$ cat config.mk
export PLATFORM = sky130hd
export DESIGN_NAME = mctl_async_sram
export DESIGN_NICKNAME = d
export VERILOG_FILES = /design/src/rtl/mctl_pkg.sv /design/src/rtl/mctl_pwrup.sv /design/src/rtl/mctl_lanes.sv /design/src/rtl/mctl_async_sram.sv
export SDC_FILE = /design/constraint.sdc
export NUM_CORES = 1
export LEC_CHECK = 0
export ABC_AREA = 0
export BUFFER_PORTS_ARGS = -buffer_cell sky130_fd_sc_hd__buf_2
export CORE_ASPECT_RATIO = 1.2
export CORE_UTILIZATION = 53
export CTS_BUF_LIST = sky130_fd_sc_hd__clkbuf_8
export DETAILED_ROUTE_END_ITERATION = 10
export PLACE_DENSITY = 0.8
export SYNTH_ARGS = -nofsm -noshare
export SYNTH_HDL_FRONTEND = slang
export SYNTH_SLANG_ARGS = --single-unit
$ cat constraint.sdc
create_clock -name clk -period 2.3 [get_ports clk]
set_input_delay 0.115 -clock clk [delete_from_list [all_inputs] [get_ports clk]]
set_output_delay 0.115 -clock clk [all_outputs]
set_load 0.01 [all_outputs]
$ cat src/rtl/mctl_pkg.sv
package mctl_pkg;

   typedef enum logic [2:0] {
      ST_IDLE,
      ST_RD,
      ST_GAP,
      ST_WSET,
      ST_WPUL,
      ST_WREC
   } mctl_state_e;

   // nanoseconds to clock cycles, rounded up, never below one cycle
   function automatic int cyc_of(input int ns, input int clk_ns);
      int c;
      c = (ns + clk_ns - 1) / clk_ns;
      if (c < 1) c = 1;
      return c;
   endfunction

   function automatic int imax(input int a, input int b);
      return (a > b) ? a : b;
   endfunction

endpackage

$ cat src/rtl/mctl_pwrup.sv
module mctl_pwrup #(
   parameter int WAIT_CYC = 1
) (
   input  logic clk,
   input  logic rst_n,
   output logic done
);
   localparam int W = $clog2(WAIT_CYC + 1);

   logic [W-1:0] cnt_q;

   always_ff @(posedge clk or negedge rst_n) begin
      if (!rst_n) begin
         cnt_q <= '0;
         done  <= 1'b0;
      end else if (!done) begin
         if (cnt_q == W'(WAIT_CYC - 1)) done <= 1'b1;
         cnt_q <= cnt_q + 1'b1;
      end
   end
endmodule

$ cat src/rtl/mctl_lanes.sv
module mctl_lanes #(
   parameter int LANES  = 2,
   parameter int LANE_W = 8
) (
   input  logic [LANES-1:0]        sel_n,
   input  logic [LANES*LANE_W-1:0] raw,
   output logic [LANES*LANE_W-1:0] merged
);
   for (genvar i = 0; i < LANES; i++) begin : g_lane
      assign merged[i*LANE_W +: LANE_W] = sel_n[i] ? '0 : raw[i*LANE_W +: LANE_W];
   end
endmodule

$ cat src/rtl/mctl_async_sram.sv
module mctl_async_sram
   import mctl_pkg::*;
#(
   parameter int ADDR_W      = 18,
   parameter int DATA_W      = 16,
   parameter int CLK_NS      = 8,
   parameter int T_CYCLE_NS  = 35,
   parameter int T_ACCESS_NS = 35,
   parameter int T_WP_NS     = 15,
   parameter int T_AVWH_NS   = 18,
   parameter int T_DS_NS     = 10,
   parameter int T_WR_NS     = 12,
   parameter int T_HIGH_NS   = 2,
   parameter int POWERUP_NS  = 2000000,
   localparam int LANES      = DATA_W / 8
) (
   input  logic              clk,
   input  logic              rst_n,
   input  logic              req_valid,
   output logic              req_ready,
   input  logic              req_write,
   input  logic [ADDR_W-1:0] req_addr,
   input  logic [DATA_W-1:0] req_wdata,
   input  logic [LANES-1:0]  req_mask,
   output logic              rsp_valid,
   output logic [DATA_W-1:0] rsp_rdata,
   output logic [ADDR_W-1:0] mem_addr,
   output logic              mem_ce_n,
   output logic              mem_we_n,
   output logic              mem_oe_n,
   output logic [LANES-1:0]  mem_be_n,
   output logic [DATA_W-1:0] mem_dq_out,
   output logic              mem_dq_oe,
   input  logic [DATA_W-1:0] mem_dq_in
);
   localparam int CYC_MIN  = cyc_of(T_CYCLE_NS, CLK_NS);
   localparam int RD_CYC   = imax(CYC_MIN, cyc_of(T_ACCESS_NS, CLK_NS));
   localparam int WP_CYC   = imax(imax(cyc_of(T_WP_NS, CLK_NS), cyc_of(T_AVWH_NS, CLK_NS) - 1),
                                  imax(cyc_of(T_DS_NS, CLK_NS) - 1, 1));
   localparam int HI_CYC   = cyc_of(T_HIGH_NS, CLK_NS);
   localparam int WREC_CYC = imax(imax(cyc_of(T_WR_NS, CLK_NS), HI_CYC), CYC_MIN - 1 - WP_CYC);
   localparam int PWR_CYC  = cyc_of(POWERUP_NS, CLK_NS);
   localparam int CNT_MAX  = imax(imax(RD_CYC, WP_CYC), imax(WREC_CYC, HI_CYC));
   localparam int CNT_W    = $clog2(CNT_MAX + 1);

   if (DATA_W < 8 || (DATA_W % 8) != 0) begin : g_bad_width
      $error("DATA_W must be a positive multiple of 8");
   end
   if (CLK_NS < 1) begin : g_bad_clk
      $error("CLK_NS must be at least 1");
   end
   if (ADDR_W < 1) begin : g_bad_addr
      $error("ADDR_W must be at least 1");
   end

   mctl_state_e       state;
   logic [CNT_W-1:0]  cnt;
   logic              pwr_done;
   logic              ce_n_q, we_n_q, oe_n_q, doe_q, rsp_v_q;
   logic [LANES-1:0]  be_n_q;
   logic [ADDR_W-1:0] addr_q;
   logic [DATA_W-1:0] dout_q, rdata_q, rd_merged;

   mctl_pwrup #(.WAIT_CYC(PWR_CYC)) u_pwrup (
      .clk   (clk),
      .rst_n (rst_n),
      .done  (pwr_done)
   );

   mctl_lanes #(.LANES(LANES), .LANE_W(8)) u_lanes (
      .sel_n  (be_n_q),
      .raw    (mem_dq_in),
      .merged (rd_merged)
   );

   assign req_ready  = pwr_done && (state == ST_IDLE);
   assign rsp_valid  = rsp_v_q;
   assign rsp_rdata  = rdata_q;
   assign mem_addr   = addr_q;
   assign mem_ce_n   = ce_n_q;
   assign mem_we_n   = we_n_q;
   assign mem_oe_n   = oe_n_q;
   assign mem_be_n   = be_n_q;
   assign mem_dq_out = dout_q;
   assign mem_dq_oe  = doe_q;

   always_ff @(posedge clk or negedge rst_n) begin
      if (!rst_n) begin
         state   <= ST_IDLE;
         cnt     <= '0;
         ce_n_q  <= 1'b1;
         we_n_q  <= 1'b1;
         oe_n_q  <= 1'b1;
         be_n_q  <= '1;
         addr_q  <= '0;
         dout_q  <= '0;
         doe_q   <= 1'b0;
         rsp_v_q <= 1'b0;
         rdata_q <= '0;
      end else begin
         rsp_v_q <= 1'b0;
         unique case (state)
            ST_IDLE: begin
               if (req_valid && req_ready) begin
                  addr_q <= req_addr;
                  if (req_mask == '0) begin
                     if (!req_write) begin
                        rsp_v_q <= 1'b1;
                        rdata_q <= '0;
                     end
                  end else if (req_write) begin
                     ce_n_q <= 1'b0;
                     be_n_q <= ~req_mask;
                     dout_q <= req_wdata;
                     doe_q  <= 1'b1;
                     state  <= ST_WSET;
                  end else begin
                     ce_n_q <= 1'b0;
                     oe_n_q <= 1'b0;
                     be_n_q <= ~req_mask;
                     cnt    <= CNT_W'(RD_CYC - 1);
                     state  <= ST_RD;
                  end
               end
            end
            ST_RD: begin
               if (cnt == '0) begin
                  rdata_q <= rd_merged;
                  rsp_v_q <= 1'b1;
                  ce_n_q  <= 1'b1;
                  oe_n_q  <= 1'b1;
                  be_n_q  <= '1;
                  cnt     <= CNT_W'(HI_CYC - 1);
                  state   <= ST_GAP;
               end else begin
                  cnt <= cnt - 1'b1;
               end
            end
            ST_GAP: begin
               if (cnt == '0) state <= ST_IDLE;
               else           cnt   <= cnt - 1'b1;
            end
            ST_WSET: begin
               we_n_q <= 1'b0;
               cnt    <= CNT_W'(WP_CYC - 1);
               state  <= ST_WPUL;
            end
            ST_WPUL: begin
               if (cnt == '0) begin
                  we_n_q <= 1'b1;
                  ce_n_q <= 1'b1;
                  be_n_q <= '1;
                  cnt    <= CNT_W'(WREC_CYC - 1);
                  state  <= ST_WREC;
               end else begin
                  cnt <= cnt - 1'b1;
               end
            end
            ST_WREC: begin
               doe_q <= 1'b0;
               if (cnt == '0) state <= ST_IDLE;
               else           cnt   <= cnt - 1'b1;
            end
            default: state <= ST_IDLE;
         endcase
      end
   end
endmodule

Yosys cells after proc, flatten, opt, wreduce, memory -nomap -nowiden
Cells that the tools add are included.
- register bits after elaboration: 82
- input bits: 56
- output and inout bits: 58
- word-level logic and storage cells: 99
- add/sub/neg operators: 2
- eq/ne operators: 16
- muxes and demuxes: 45
- bitwise gates (word level): 2
- reduce and logical (&&, ||, !) cells: 21
- operator list (cell ; number):
    $mux 16 ; 4
    $mux 3 ; 11
    $pmux 16 s2 ; 1
    $pmux 3 s5 ; 2
    $reduce_and 5->1 ; 4
    $add 18x1->18 const B ; 1
    $eq 18x18->1 const B ; 1
    $mux 8 ; 2
    $mux 1 ; 15
    $ne 2x2->1 const B ; 6
    $reduce_and 4->1 ; 3
    $pmux 1 s2 ; 5
    $mux 2 ; 4
    $ne 2x1->1 const B ; 4
    $reduce_bool 2->1 ; 4
    $eq 3x2->1 const B ; 2
    $eq 3x3->1 const B ; 2
    $logic_not 3->1 ; 2
    $reduce_bool 5->1 ; 1
    $pmux 2 s2 ; 1
    $reduce_and 2->1 ; 2
    $reduce_or 2->1 ; 2
    $eq 3x1->1 const B ; 1
    $sub 3x1->3 const B ; 1
    4 further kinds ; 5

Logic depth before layout (Yosys ltp)
- depth after elaboration: 5
- gate-level depth with buffers: 8
- gate-level depth less buffers: 6

By module
Synthesis repeated with hierarchy kept, for this count alone.
- cell total of the unflattened synthesis: 291
- area, all modules: 3686.0 um^2
- modules (own cells, without submodules) (module ; instances ; cells an instance ; area each (um^2) ; sequential area each (um^2)):
    mctl_async_sram ; 1 ; 197 ; 2687.6 ; 1582.8
    mctl_pwrup ; 1 ; 78 ; 898.4 ; 475.5
    mctl_lanes ; 1 ; 16 ; 100.1 ; 0.0

Worst setup path before layout
OpenSTA, ideal clock, no wires.
- path type: flip-flop to flip-flop
- start: register state[2]
- end: register dout_q[10] (netlist: mem_dq_out[10])
- setup time: 125 ps
- arrival time: 1506 ps
- data required time: 2175 ps
- slack: 670 ps
- stages on the path, launching flop included: 7
- path buffers: 2
- clock period less this slack: 1630 ps
- cell sequence: dfrtp_1 > buf_6 > nor2_4 > nand2_4 > nor3_4 > buf_6 > mux2_2
- cells in the longest elaborated chain, start to end: 4
- RTL lines (element ; line ; source):
    start: declaration ; mctl_async_sram.sv:56 ; mctl_state_e state;
    start signal: assignment ; mctl_async_sram.sv:89 ; state <= ST_IDLE;
    start signal: assignment ; mctl_async_sram.sv:116 ; state <= ST_WSET;
    start signal: assignment ; mctl_async_sram.sv:122 ; state <= ST_RD;
    $logic_not 3->1 * ; mctl_async_sram.sv:76, mctl_async_sram.sv:102 ;
    $logic_and 1x1->1 ; mctl_async_sram.sv:76 ; assign req_ready = pwr_done && (state == ST_IDLE);
    $logic_and 1x1->1 ; mctl_async_sram.sv:104 ; if (req_valid && req_ready) begin
    $reduce_and 4->1 (no line) * ; n/a ;
    end signal: assignment ; mctl_async_sram.sv:114 ; dout_q <= req_wdata;
    end: declaration ; mctl_async_sram.sv:62 ; logic [DATA_W-1:0] dout_q, rdata_q, rd_merged;
Every way passes the cells marked *; elsewhere a longest branch is shown, timed or not.
A chain may end at the register's enable or synchronous reset.

Worst setup path in the final report
- start: register state[2]
- end: register addr_q[14] (netlist: mem_addr[14])
- cells in the longest elaborated chain, start to end: 4
- RTL lines (element ; line ; source):
    $logic_not 3->1 * ; mctl_async_sram.sv:76, mctl_async_sram.sv:102 ;
    $logic_and 1x1->1 ; mctl_async_sram.sv:76 ;
    $logic_and 1x1->1 ; mctl_async_sram.sv:104 ;
    $reduce_and 2->1 (no line) * ; n/a ;
    end signal: assignment ; mctl_async_sram.sv:105 ; addr_q <= req_addr;
    end: declaration ; mctl_async_sram.sv:61 ; logic [ADDR_W-1:0] addr_q;
Marks and branches as above.

==> run summary <==
Status: finished with violations
Failing checks: negative hold slack
Synth Flop Type: dfrtp_1
H-tree Lvls: 3
DR DRC count: 0
Iteration-0 DRC Markers: 226
Total clock sinks: 82
R2r startpoint: state[2]$_DFFE_PN0P_
Worst-skew pair later-pin latency: 0.36 ns
Port bufs: 113
CP required: 2.55 ns
Distinct cell type count after synthesis: 51
Syn Nets: 367
Synthesized instance count: 308
Critical-path maximum fanout: 18
Die width: 78.2 µm
Fillers: 424
CTS Buf Count: 9
Post-Syn Area per Cell: 12.0 µm²
Multi-input gate area: 1470 µm²
Die height: 93.4 µm
Synth Cell Area: 3690 µm²
Die area: 7300 µm²
Crit end category: register
Gr ovfl total: 0
Worst setup path startpoint: state[2]$_DFFE_PN0P_
Max frequency: 537 MHz
Fin Setup TNS: 0 ns
Fin. max-slew vios: 0
Skew final: 0.0186 ns
Clock tree buffer depth: 2
Fin crit share: 81.0%
Layout cells sized above 1: 38.8%
Max-cap violation count: 0
First-pass GRT wire length: 14.2 mm
CORE AREA: 6570 µm²
Dpl hpwl: 5.72 mm
Area Growth Syn to Fin: 34.2%
CP Launch Type: register
Final core occ: 75.4%
Post-cts sizing count: 0
WS Path Type: register to register
Number of global-route vias before repair: 3006
Hold Slack: -0.00173 ns
Wire per inst: 16.3 µm
Final ANT Viol Nets: 0
Arrival @ worst endpoint: 2.11 ns
Peak supply drop: 0.000439 V
Final net count: 526
Reg clk slew, reported paths: 0.09 ns
Routability cong.: 0.922
Final hold violation count: 1
Total track usage: 25.8%
Yosys warnings: 0
Final wirelength: 9.09 mm
Clk root buf: clkbuf_8
Post-CTS setup buffers: 0
Final min period: 1.86 ns
I/O Pins: 114
Pin count of the biggest net entering global routing: 47
Yosys reg bits: 82
Starting Density: 56.2%
Drt pass-1 iters: 4
Initial antenna violation count: 0
Hold Startpoint: mem_dq_in[3]
RSZ-0062 raised after global routing: false
Reg2reg path depth: 4
Worst Hold Depth: 3
CTS tree: done
Synth async-reset ratio: 100%
Site Rows: 32
FF/Latch Area: 2060 µm²
Hold Buf Count CTS: 43
Final Setup Violations: 0
Measured slew at the worst slew-check pin: 0.575 ns
Avg Vias per Cell: 5.30
Vias: 2958
Static leakage power: 2.47 nW
Post-synth EDFFs: 0
Power Density: 514 nW/µm²
Seq/Total Area, Yosys: 55.8%
Rel. slew slack: 61.7%
Worst hold path class: input port to register
worst max-delay path, cell delays in order, from the launching register on:
cell and delay, ns:
dfrtp_1 0.59, nor2_4 0.24, nand2_4 0.10, nor2_4 0.43, mux2_2 0.40
report_power, final:
group | switching, W | internal (W)
Clock | 0.000560 | 0.000401
Combinational | 0.0000577 | 0.0000864
Sequential | 0 | 0.00144
Total | 0.000618 | 0.00193
cells in the mapped netlist, types with 2 or more instances:
cell,instances,area share [%]
inv_1,19,1.9
a21oi_1,10,1.4
nor2_1,10,1.0
buf_6,3,0.92
nand3_1,6,0.81
nand2b_1,3,0.51
nor2_4,2,0.61
o21bai_1,2,0.41
buf_2,4,0.54
dfstp_2,5,3.6
o21ai_0,10,1.4
nand2_1,25,2.5
o211ai_1,3,0.61
xnor2_1,16,3.8
ha_1,3,1.0
nor2b_1,7,1.2
buf_4,3,0.61
nand4_1,5,0.85
clkbuf_1,4,0.41
a2bb2oi_1,3,0.71
dfrtp_1,77,52
mux2_2,36,11
mux2i_1,16,4.3
and2_1,3,0.51
nor3_1,3,0.41
and3_1,4,0.68
nor4b_1,2,0.47
cells in the final DEF (no fill, tap or decap), types with 4 or more instances in the layout:
cell | netlist | routed
buf_2 | 4 | 112
dfrtp_1 | 77 | 77
dlygate4sd3_1 | 0 | 44
mux2_2 | 36 | 36
nand2_1 | 25 | 25
inv_1 | 19 | 20
xnor2_1 | 16 | 16
mux2i_1 | 16 | 16
nor2_1 | 10 | 10
o21ai_0 | 10 | 10
a21oi_1 | 10 | 10
clkbuf_8 | 0 | 9
nor2b_1 | 7 | 7
nand3_1 | 6 | 6
buf_4 | 3 | 6
nand4_1 | 5 | 5
dfstp_2 | 5 | 5
and3_1 | 4 | 4
state kept, by name (all words and copies together) (netlist names):
name           cells
mem_dq_out        16
mem_ce_n           1
mem_we_n           1
rsp_valid          1
state              3
mem_addr          18
cnt                3
rsp_rdata         16
u_pwrup.cnt_q     18
mem_be_n           2
mem_oe_n           1
u_pwrup.done       1
mem_dq_oe          1
layer usage:
metal	vias to the layer above	track usage [%]	wire (µm)
met5	-	0	0
met4	0	14.2	338
met3	31	5.56	555
met2	136	44.8	4790
met1	1418	29.5	3400
li1	1373	-	-
final cells by class:
type	count	share of cell area, %
Sequential cell	82	41.6
Multi-Input combinational cell	191	29.6
Timing Repair Buffer	163	21.5
Clock buffer	9	2.50
Tap cell	85	2.15
Inverter	20	1.52
Clock inverter	7	1.11
Antenna cell	1	0.0505
through the flow:
step / power [W] / instance area (µm²) / std cells / hold WS, ns / worst slack (ns)
3_5_place_dp: 0.00155 / 4330 / 497 / 0.110 / 0.475
5_1_grt: 0.00263 / 4950 / 557 / 0.000768 / 0.289
4_1_cts: 0.00254 / 4940 / 556 / 0.000219 / 0.466
3_3_place_gp: 0.00155 / 4330 / 497 / 0.106 / 0.492
6_report: 0.00255 / 4950 / 558 / -0.00173 / 0.436
2_1_floorplan: 0.00147 / 3690 / 308 / -0.181 / 0.670
path summary, 6_finish.rpt:
path | end | slack [ns]
setup / recovery | mem_addr[14]$_DFFE_PN0P_ | 0.44
hold reg to reg | u_pwrup.cnt_q[17]$_DFFE_PN0N_ | 0.48
max in group asynchronous | mem_oe_n$_DFFE_PN1P_ | 1.38
min in group asynchronous | rsp_rdata[14]$_DFFE_PN0P_ | 0.26
setup reg to reg | mem_addr[14]$_DFFE_PN0P_ | 0.44
hold / removal | rsp_rdata[3]$_DFFE_PN0P_ | -0.002
logic make-up after synthesis:
kind of cell,synth area share (%)
AND/OR/NAND/NOR,12.6
buffers and inverters,4.61
multiplexers,15.3
adder cells (fa/ha/maj),1.29
flip-flops,55.8
XOR/XNOR,4.03
AO/OA/AOI/OAI,6.34
No activity file was read; power rests on OpenSTA's default activity.
